--- src/rtl/exc_ctrl_pkg.sv ---
package exc_ctrl_pkg;
  localparam int XLEN      = 32;
  localparam int SEL_W     = 5;
  localparam int CODE_W    = 4;
  localparam int IRQ_LO    = 8;
  localparam int CODE_LO   = 2;
  localparam int STAT_IE   = 0;
  localparam int STAT_PIE  = 1;

  localparam logic [SEL_W-1:0] SEL_BADVA  = 5'd8;
  localparam logic [SEL_W-1:0] SEL_STATUS = 5'd12;
  localparam logic [SEL_W-1:0] SEL_CAUSE  = 5'd13;
  localparam logic [SEL_W-1:0] SEL_EPC    = 5'd14;

  localparam logic [CODE_W-1:0] CODE_IRQ = 4'd0;

  typedef enum logic [1:0] {
    EV_NONE,
    EV_EXC,
    EV_IRQ,
    EV_RET
  } event_e;
endpackage

--- src/rtl/exc_irq_sync.sv ---
module exc_irq_sync #(
  parameter int IRQ_N  = 8,
  parameter int STAGES = 2
) (
  input  logic             clk_i,
  input  logic             rst_ni,
  input  logic [IRQ_N-1:0] irq_i,
  output logic [IRQ_N-1:0] pend_o
);
  for (genvar g = 0; g < IRQ_N; g++) begin : g_line
    logic [STAGES-1:0] sh_q;
    always_ff @(posedge clk_i or negedge rst_ni) begin
      if (!rst_ni) sh_q <= '0;
      else if (STAGES == 1) sh_q <= irq_i[g];
      else sh_q <= {sh_q[STAGES-2:0], irq_i[g]};
    end
    assign pend_o[g] = sh_q[STAGES-1];
  end
endmodule

--- src/rtl/exc_arbiter.sv ---
module exc_arbiter
  import exc_ctrl_pkg::*;
#(
  parameter int IRQ_N = 8
) (
  input  logic             exc_valid_i,
  input  logic             eret_i,
  input  logic             boundary_i,
  input  logic             ie_i,
  input  logic [IRQ_N-1:0] pend_i,
  input  logic [IRQ_N-1:0] mask_i,
  output event_e           ev_o,
  output logic             take_irq_o
);
  logic irq_req;
  assign irq_req    = ie_i && boundary_i && |(pend_i & mask_i);
  assign take_irq_o = irq_req && !exc_valid_i;

  // exception > interrupt > return
  always_comb begin
    if (exc_valid_i)     ev_o = EV_EXC;
    else if (irq_req)    ev_o = EV_IRQ;
    else if (eret_i)     ev_o = EV_RET;
    else                 ev_o = EV_NONE;
  end
endmodule

--- src/rtl/exc_regfile.sv ---
module exc_regfile
  import exc_ctrl_pkg::*;
#(
  parameter int IRQ_N = 8
) (
  input  logic              clk_i,
  input  logic              rst_ni,
  input  event_e            ev_i,
  input  logic [CODE_W-1:0] exc_code_i,
  input  logic              badaddr_valid_i,
  input  logic [XLEN-1:0]   badaddr_i,
  input  logic [XLEN-1:0]   pc_i,
  input  logic [IRQ_N-1:0]  pend_i,
  input  logic              mtc_en_i,
  input  logic [SEL_W-1:0]  mtc_sel_i,
  input  logic [XLEN-1:0]   mtc_data_i,
  input  logic [SEL_W-1:0]  mfc_sel_i,
  output logic [XLEN-1:0]   mfc_data_o,
  output logic [XLEN-1:0]   status_o,
  output logic [XLEN-1:0]   epc_o,
  output logic [XLEN-1:0]   badva_o
);
  localparam logic [XLEN-1:0] MASK_FIELD = ((XLEN'(1) << IRQ_N) - XLEN'(1)) << IRQ_LO;
  localparam logic [XLEN-1:0] STAT_WMASK = MASK_FIELD | XLEN'(3);

  logic [XLEN-1:0]   status_q, epc_q, badva_q, cause;
  logic [CODE_W-1:0] code_q;

  always_ff @(posedge clk_i or negedge rst_ni) begin
    if (!rst_ni) begin
      status_q <= '0;
      epc_q    <= '0;
      badva_q  <= '0;
      code_q   <= '0;
    end else begin
      unique case (ev_i)
        EV_EXC, EV_IRQ: begin
          status_q[STAT_PIE] <= status_q[STAT_IE];
          status_q[STAT_IE]  <= 1'b0;
          epc_q              <= pc_i;
          code_q             <= (ev_i == EV_EXC) ? exc_code_i : CODE_IRQ;
          if (ev_i == EV_EXC && badaddr_valid_i) badva_q <= badaddr_i;
        end
        EV_RET: status_q[STAT_IE] <= status_q[STAT_PIE];
        default: begin
          if (mtc_en_i) begin
            if (mtc_sel_i == SEL_STATUS) status_q <= mtc_data_i & STAT_WMASK;
            else if (mtc_sel_i == SEL_EPC) epc_q <= mtc_data_i;
          end
        end
      endcase
    end
  end

  always_comb begin
    cause = '0;
    cause[IRQ_LO +: IRQ_N]   = pend_i;
    cause[CODE_LO +: CODE_W] = code_q;
  end

  always_comb begin
    unique case (mfc_sel_i)
      SEL_STATUS: mfc_data_o = status_q;
      SEL_CAUSE:  mfc_data_o = cause;
      SEL_EPC:    mfc_data_o = epc_q;
      SEL_BADVA:  mfc_data_o = badva_q;
      default:    mfc_data_o = '0;
    endcase
  end

  assign status_o = status_q;
  assign epc_o    = epc_q;
  assign badva_o  = badva_q;
endmodule

--- src/rtl/exc_ctrl_unit.sv ---
module exc_ctrl_unit
  import exc_ctrl_pkg::*;
#(
  parameter int              IRQ_N       = 8,
  parameter int              SYNC_STAGES = 2,
  parameter logic [XLEN-1:0] VECTOR      = 32'h8000_0080
) (
  input  logic              clk_i,
  input  logic              rst_ni,
  input  logic [IRQ_N-1:0]  irq_i,
  input  logic              exc_valid_i,
  input  logic [CODE_W-1:0] exc_code_i,
  input  logic              badaddr_valid_i,
  input  logic [XLEN-1:0]   badaddr_i,
  input  logic [XLEN-1:0]   pc_i,
  input  logic              boundary_i,
  input  logic              eret_i,
  input  logic              mtc_en_i,
  input  logic [SEL_W-1:0]  mtc_sel_i,
  input  logic [XLEN-1:0]   mtc_data_i,
  input  logic [SEL_W-1:0]  mfc_sel_i,
  output logic [XLEN-1:0]   mfc_data_o,
  output logic              redirect_o,
  output logic [XLEN-1:0]   redirect_pc_o
);
  logic [IRQ_N-1:0] pend;
  logic [XLEN-1:0]  status_q, epc_q, badva_q;
  event_e           ev;
  logic             take_irq;

  exc_irq_sync #(.IRQ_N(IRQ_N), .STAGES(SYNC_STAGES)) u_sync (
    .clk_i  (clk_i),
    .rst_ni (rst_ni),
    .irq_i  (irq_i),
    .pend_o (pend)
  );

  exc_arbiter #(.IRQ_N(IRQ_N)) u_arb (
    .exc_valid_i (exc_valid_i),
    .eret_i      (eret_i),
    .boundary_i  (boundary_i),
    .ie_i        (status_q[STAT_IE]),
    .pend_i      (pend),
    .mask_i      (status_q[IRQ_LO +: IRQ_N]),
    .ev_o        (ev),
    .take_irq_o  (take_irq)
  );

  exc_regfile #(.IRQ_N(IRQ_N)) u_regs (
    .clk_i           (clk_i),
    .rst_ni          (rst_ni),
    .ev_i            (ev),
    .exc_code_i      (exc_code_i),
    .badaddr_valid_i (badaddr_valid_i),
    .badaddr_i       (badaddr_i),
    .pc_i            (pc_i),
    .pend_i          (pend),
    .mtc_en_i        (mtc_en_i),
    .mtc_sel_i       (mtc_sel_i),
    .mtc_data_i      (mtc_data_i),
    .mfc_sel_i       (mfc_sel_i),
    .mfc_data_o      (mfc_data_o),
    .status_o        (status_q),
    .epc_o           (epc_q),
    .badva_o         (badva_q)
  );

  assign redirect_o    = (ev != EV_NONE);
  assign redirect_pc_o = (ev == EV_RET) ? epc_q : VECTOR;
endmodule

--- config.mk ---
export PLATFORM = sky130hd
export DESIGN_NAME = exc_ctrl_unit
export DESIGN_NICKNAME = d
export VERILOG_FILES = /design/src/rtl/exc_ctrl_pkg.sv /design/src/rtl/exc_irq_sync.sv /design/src/rtl/exc_arbiter.sv /design/src/rtl/exc_regfile.sv /design/src/rtl/exc_ctrl_unit.sv
export SDC_FILE = /design/constraint.sdc
export NUM_CORES = 1
export LEC_CHECK = 0
export BUFFER_PORTS_ARGS = -buffer_cell sky130_fd_sc_hd__buf_4
export CORE_MARGIN = 2
export CORE_UTILIZATION = 44
export CTS_BUF_LIST = sky130_fd_sc_hd__clkbuf_16
export CTS_CLUSTER_DIAMETER = 50
export CTS_CLUSTER_SIZE = 16
export DETAILED_ROUTE_END_ITERATION = 8
export GPL_TIMING_DRIVEN = 0
export PLACE_DENSITY = 0.76
export SKIP_LAST_GASP = 1
export SLEW_MARGIN = 20
export SYNTH_ARGS = -nofsm -noshare
export SYNTH_HDL_FRONTEND = slang
export SYNTH_SLANG_ARGS = --single-unit
--- constraint.sdc ---
create_clock -name clk_i -period 2.5 [get_ports clk_i]
set_input_delay 0.375 -clock clk_i [delete_from_list [all_inputs] [get_ports clk_i]]
set_output_delay 0.375 -clock clk_i [all_outputs]
set_load 0.05 [all_outputs]
==> flow_summary.yaml, run 1 <==
timing:
  hold_viol_final: 0
  relSlewSlack_pct: 43.6
  finalSetupViolCount: 12
  fin_crit_sh_pct: 101
  period_needed_ps: 2520
  finClkSkew_ps: 10.1
  rsz0062_at_grt: "true"
  worst_pin_slew_ps: 847
  fmax_ghz: 0.397
  fin_ws_ps: -16.4
  report.final.slew_viol_count: 0
floorplan:
  row_count: 38
  die_area_um2: 11900
  coreArea_um2: 10800
  start_util_pct: 44.8
  io_pins: 190
  die_y_um: 109
  dieWidth_um: 109
synth:
  synth.avg_cell_area_um2: 12.4
  synth_top_family_by_area: "multiplexers"
  synthAdderAreaFrac_pct: 0.517
  syn_area_um2: 4840
  yosys.cell_types.count: 45
  syn_nets: 516
  yosys_most_used_dff: "dfrtp_1"
  synth_seq_area_share_pct: 48.6
  syn_inst: 389
  yosys_warnings: 0
  synth-xor-area-share_pct: 0
  synth_edf_count: 0
  yosys.area_share.simple_pct: 12.3
  synth_mux_area_share_pct: 24.0
  ys_ff_latch: 94
  async_reset_ff_share_pct: 100
  synth_compound_area_share_pct: 9.00
clock_network:
  clk_latency_ps: 340
  cts_max_path_buffers: 2
  clkTransAtPathRegs_ps: 70
  htreeDepth: 3
  numClockSinks: 94
  cts_made_buffers: 9
  root_buffer: "clkbuf_16"
  cts_tree: "done"
route:
  wl_per_cell_um: 18.8
  vias: 4033
  drtAntennaViolNets: 0
  wl_mm: 14.0
  vias_per_cell: 5.41
  firstDrtPassIters: 4
  first_iter_violations: 210
  drc: 0
setup_path:
  cp.required_ps: 2120
  worstPathCellList: "a22oi_2 > and4_1 > o22ai_2 > ha_2 > clkbuf_16 > clkbuf_16 > and2_4 > buf_8"
  critPathMaxFanout: 10
  path_common_cell: "clkbuf_16"
  critPathTopFamily: "buffers and inverters"
  critPathCaptureType: "output port"
  crit_slowest_cell: "dfrtp_1"
  arrival_ps: 2140
  crit_buf_inv: 3
  crit_type: "flop to output port"
  r2r_end: "u_regs.epc_o[20]"
  slowest_delay_ps: 390
  r2r_cells: 9
  worst_r2r_startpoint: "u_sync.g_line[0].sh_q[1]"
  reg2reg_slack_ps: -10
  cp-start-kind: "flop"
place:
  port-buffer-count: 189
  place_congestion: 0.821
  place_ws_ps: -595
  dp_cells: 718
  place_hpwl_mm: 10.1
global_routing:
  grt_pass1_wl_mm: 21.2
  gr-usage-met1_pct: 29.1
  gr-total-overflow: 0
  antenna_found_initial: 0
  use_met2_pct: 40.9
  grt.busiest_layer: "met2"
  grt_util_all_layers_pct: 23.7
  grt_pass1_vias: 4126
  grt_max_degree: 95
  met3_usage_pct: 4.18
final_layout:
  multi_input_area_um2: 2300
  fin_nets: 728
  final_cell_mix: "buf_4, mux2_2, dfrtp_1"
  fill_cells: 823
  mostFrequentLayoutCell: "buf_4"
  seqCellArea_um2: 2350
  drive_above_1_share_pct: 63.7
  antenna_cells: 0
  syn_to_final_growth_pct: 49.5
  post_layout_nonfiller_instances: 746
power_and_ir_drop:
  power_per_cell_area_nw_per_um2: 604
  vdd_drop_max_v: 0.000364
  p_leak_nw: 3.37
outcome:
  failed_checks: "negative setup slack"
  status: "complete, but fails checks"
job:
  maxCapViolations: 0
min_path:
  hold_path.class: "primary input to async pin"
[worst max path at each step]
stage	startpoint	end	cells after the start
global route	u_sync.g_line[4].sh_q[1]	redirect_pc_o[13]	8
global placement	exc_valid_i	redirect_pc_o[9]	9
finish	u_sync.g_line[0].sh_q[1]	redirect_pc_o[0]	8
floorplan	exc_valid_i	redirect_pc_o[5]	7
detailed placement	exc_valid_i	u_regs.epc_o[15]	9
CTS	u_sync.g_line[4].sh_q[1]	redirect_pc_o[8]	8
[sequential cells by signal, summed over array words and instances (netlist names)]
name / flops
u_regs.badva_o: 32
u_regs.code_q: 4
u_regs.epc_o: 32
u_regs.status_o: 10
u_sync.g_line.sh_q: 16
[where the power goes]
part | internal (mW) | total (mW) | switching [mW]
logic | 0.588 | 1.10 | 0.509
registers | 1.74 | 1.89 | 0.146
clock network | 0.781 | 1.39 | 0.606
[worst reg2reg max path, stage by stage (launching register included)]
cell and delay (ps):
dfrtp_1 390, a22oi_2 210, and4_1 260, o22ai_1 120, ha_1 320, buf_4 190, inv_1 100, o22ai_4 240
buf_6 210, mux2_2 350
[area by class of cell]
cell class / instances / area share (%)
flip-flops and latches: 94 / 32.5
multi-input cells: 252 / 31.8
repair buffers: 201 / 23.8
plain buffers: 28 / 4.53
clock buffers: 9 / 3.11
well taps: 140 / 2.42
clock inverters: 7 / 1.00
inverters: 15 / 0.779
[metal layers]
metal	part of all wire, %	vias to the layer above	wire length (µm)
li1	-	1846	-
met1	41	2000	5700
met2	51	152	7090
met3	6.0	35	840
met4	2.8	0	395
met5	0	-	0
[Yosys cell counts, types with 3 or more instances]
cell,instances,share of area (%)
a221o_2,4,0.93
a22o_1,11,2.0
a22o_2,8,1.7
a22oi_1,4,0.62
and2_1,32,4.1
and3_1,5,0.65
buf_1,3,0.23
buf_2,3,0.31
buf_6,6,1.4
clkbuf_1,10,0.78
clkbuf_8,4,1.1
dfrtp_1,94,49
inv_1,15,1.2
mux2_2,103,24
nand2_1,7,0.54
nand2b_1,4,0.52
nand3_1,28,2.9
nor2_1,3,0.23
o2111ai_1,8,1.4
o21ai_0,4,0.41
o22ai_1,3,0.39
[kinds of logic (layout without fill, tap and decap cells)]
kind of cell	Yosys count	count (layout)
flip-flops	94	94
AND/OR/NAND/NOR	96	96
multiplexers	103	103
AO/OA/AOI/OAI	51	51
buffers and inverters	43	260
adder cells (fa/ha/maj)	2	2
[repair_timing]
| item | CTS | global route |
|---|---|---|
| gates resized for setup | 76 | 23 |
| hold buffers | 0 | 0 |
| endpoints found under the setup margin | 64 | 73 |
| pin swaps | 10 | 3 |
| gates cloned | 2 | 1 |
| hold endpoints to repair | 0 | 0 |
| setup buffers | 8 | 1 |
[per-stage QoR]
stage	hold slack, ps	instance area, µm²	TNS, ps	utilization [%]	power [mW]
floorplan	79.4	4840	0	-	2.48
global placement	332	6430	-23460	59.6	2.85
detailed placement	336	6440	-30560	59.6	2.89
CTS	127	7130	-335	66.0	4.36
global route	120	7230	-5700	67.0	4.56
finish	111	7230	-86.3	67.0	4.37
(Power assumes the default switching activity.)
==> inputs of run 2 (changes only) <==
--- a/config.mk
+++ b/config.mk
@@ -6,6 +6,7 @@
 export NUM_CORES = 1
 export LEC_CHECK = 0
 export BUFFER_PORTS_ARGS = -buffer_cell sky130_fd_sc_hd__buf_4
+export CORE_ASPECT_RATIO = 1.1
 export CORE_MARGIN = 2
 export CORE_UTILIZATION = 44
 export CTS_BUF_LIST = sky130_fd_sc_hd__clkbuf_16
==> flow_summary.yaml, run 2 (synthesis results as in run 1) <==
outcome:
  status: "complete, but fails checks"
  failed_checks: "negative setup slack"
timing:
  finalSetupViolCount: 29
  period_needed_ps: 2530
  fin_crit_sh_pct: 101
  relSlewSlack_pct: 43.4
  finClkSkew_ps: 5.81
  fin_ws_ps: -30.6
  hold_viol_final: 0
  rsz0062_at_grt: "true"
  report.final.slew_viol_count: 0
  fmax_ghz: 0.395
  whs_ps: 86.0
  worst_pin_slew_ps: 849
  fin_tns_setup_ps: -549
final_layout:
  post_layout_nonfiller_instances: 754
  drive_above_1_share_pct: 63.3
  fin_nets: 729
  final_cell_mix: "buf_4, mux2_2, dfrtp_1"
  antenna_cells: 0
  syn_to_final_growth_pct: 50.7
  fin_util_pct: 67.4
  fill_cells: 840
  fin_area_um2: 7290
  seqCellArea_um2: 2350
  multi_input_area_um2: 2330
  mostFrequentLayoutCell: "buf_4"
place:
  port-buffer-count: 189
  place_area_um2: 6440
  place_ws_ps: -520
  place_hpwl_mm: 10.0
  dp_cells: 725
  place_congestion: 0.807
setup_path:
  r2r_cells: 10
  critPathMaxFanout: 5
  crit_type: "flop to output port"
  cp-start-kind: "flop"
  critPathCaptureType: "output port"
  arrival_ps: 2160
  cp.required_ps: 2120
job:
  maxCapViolations: 0
route:
  firstDrtPassIters: 4
  first_iter_violations: 156
  wl_mm: 14.4
  vias: 4054
  drtAntennaViolNets: 0
  vias_per_cell: 5.38
  drc: 0
  wl_per_cell_um: 19.0
power_and_ir_drop:
  p_leak_nw: 3.40
  finalPower_mw: 4.48
  intPower_mw: 3.23
  pwr-share-comb_pct: 25.5
  power_per_cell_area_nw_per_um2: 615
  clock_power_share_pct: 32.3
  seq_power_share_pct: 42.2
  p_sw_mw: 1.25
  vdd_drop_max_v: 0.000330
  swShare_pct: 27.9
clock_network:
  htreeDepth: 3
  clk_latency_ps: 340
  cts_tree: "done"
  cts_made_buffers: 9
  ctsHoldBuffers: 0
  clkTransAtPathRegs_ps: 70
  numClockSinks: 94
  cts_max_path_buffers: 2
  root_buffer: "clkbuf_16"
global_routing:
  gr-total-overflow: 0
  antenna_found_initial: 0
  grt_pass1_vias: 4088
  grt.busiest_layer: "met2"
  gr-usage-met1_pct: 27.5
  grt_pass1_wl_mm: 21.3
  use_met2_pct: 40.7
  grt_util_all_layers_pct: 23.1
  grt_max_degree: 95
  met3_usage_pct: 4.63
floorplan:
  coreArea_um2: 10800
  dieWidth_um: 104
  die_y_um: 114
  io_pins: 190
  start_util_pct: 44.8
  row_count: 40
  die_area_um2: 11900
min_path:
  hold_path.class: "primary input to async pin"
[run 2: worst paths after layout]
path,from,to,slack [ps]
worst max-delay path,u_sync.g_line[3].sh_q[1],redirect_pc_o[8],-30
worst min-delay path,rst_ni,u_regs.badva_o[24],90
worst max register to register,u_sync.g_line[3].sh_q[1],u_regs.epc_o[14],70
worst min register to register,u_sync.g_line[6].sh_q[0],u_sync.g_line[6].sh_q[1],350
max in group asynchronous,rst_ni,u_regs.epc_o[21],1810
min in group clk_i,irq_i[3],u_sync.g_line[3].sh_q[0],140
[run 2: power groups by stage]
stage	Sequential (mW)	Combinational, mW	Clock [mW]
floorplan	1.86	0.624	0
global placement	1.89	0.954	0
detailed placement	1.91	0.977	0
CTS	1.88	1.04	1.46
global route	1.92	1.21	1.52
finish	1.89	1.14	1.45
[run 2: worst max-delay path, cell delays in order (launching register included)]
cell	delay [ps]
dfrtp_1	400
a22oi_2	230
nand4_1	190
a21oi_2	250
ha_4	170
buf_8	130
clkbuf_16	150
and2_4	150
buf_8	140
[run 2: final cells by class]
| class | count | area share (%) |
|---|---|---|
| timing repair buffer | 203 | 24.0 |
| sequential | 94 | 32.3 |
| clock inverter | 7 | 1.25 |
| tap | 147 | 2.52 |
| clock buffer | 9 | 3.09 |
| inverter | 15 | 0.772 |
| multi-input combinational | 252 | 32.0 |
| buffer | 27 | 4.03 |
[run 2: per-layer routing]
layer / vias to the layer above / part of all wire, %
met5: - / 0
met1: 2034 / 39
li1: 1853 / -
met3: 26 / 5.8
met4: 0 / 2.3
met2: 141 / 53
[run 2: timing repair]
item / in CTS / in global routing
gates cloned: 2 / 3
pin swaps: 6 / 10
resized for setup: 60 / 50
setup buffers: 4 / 6
hold endpoints to repair: 0 / 0
endpoints found under the setup margin: 62 / 65
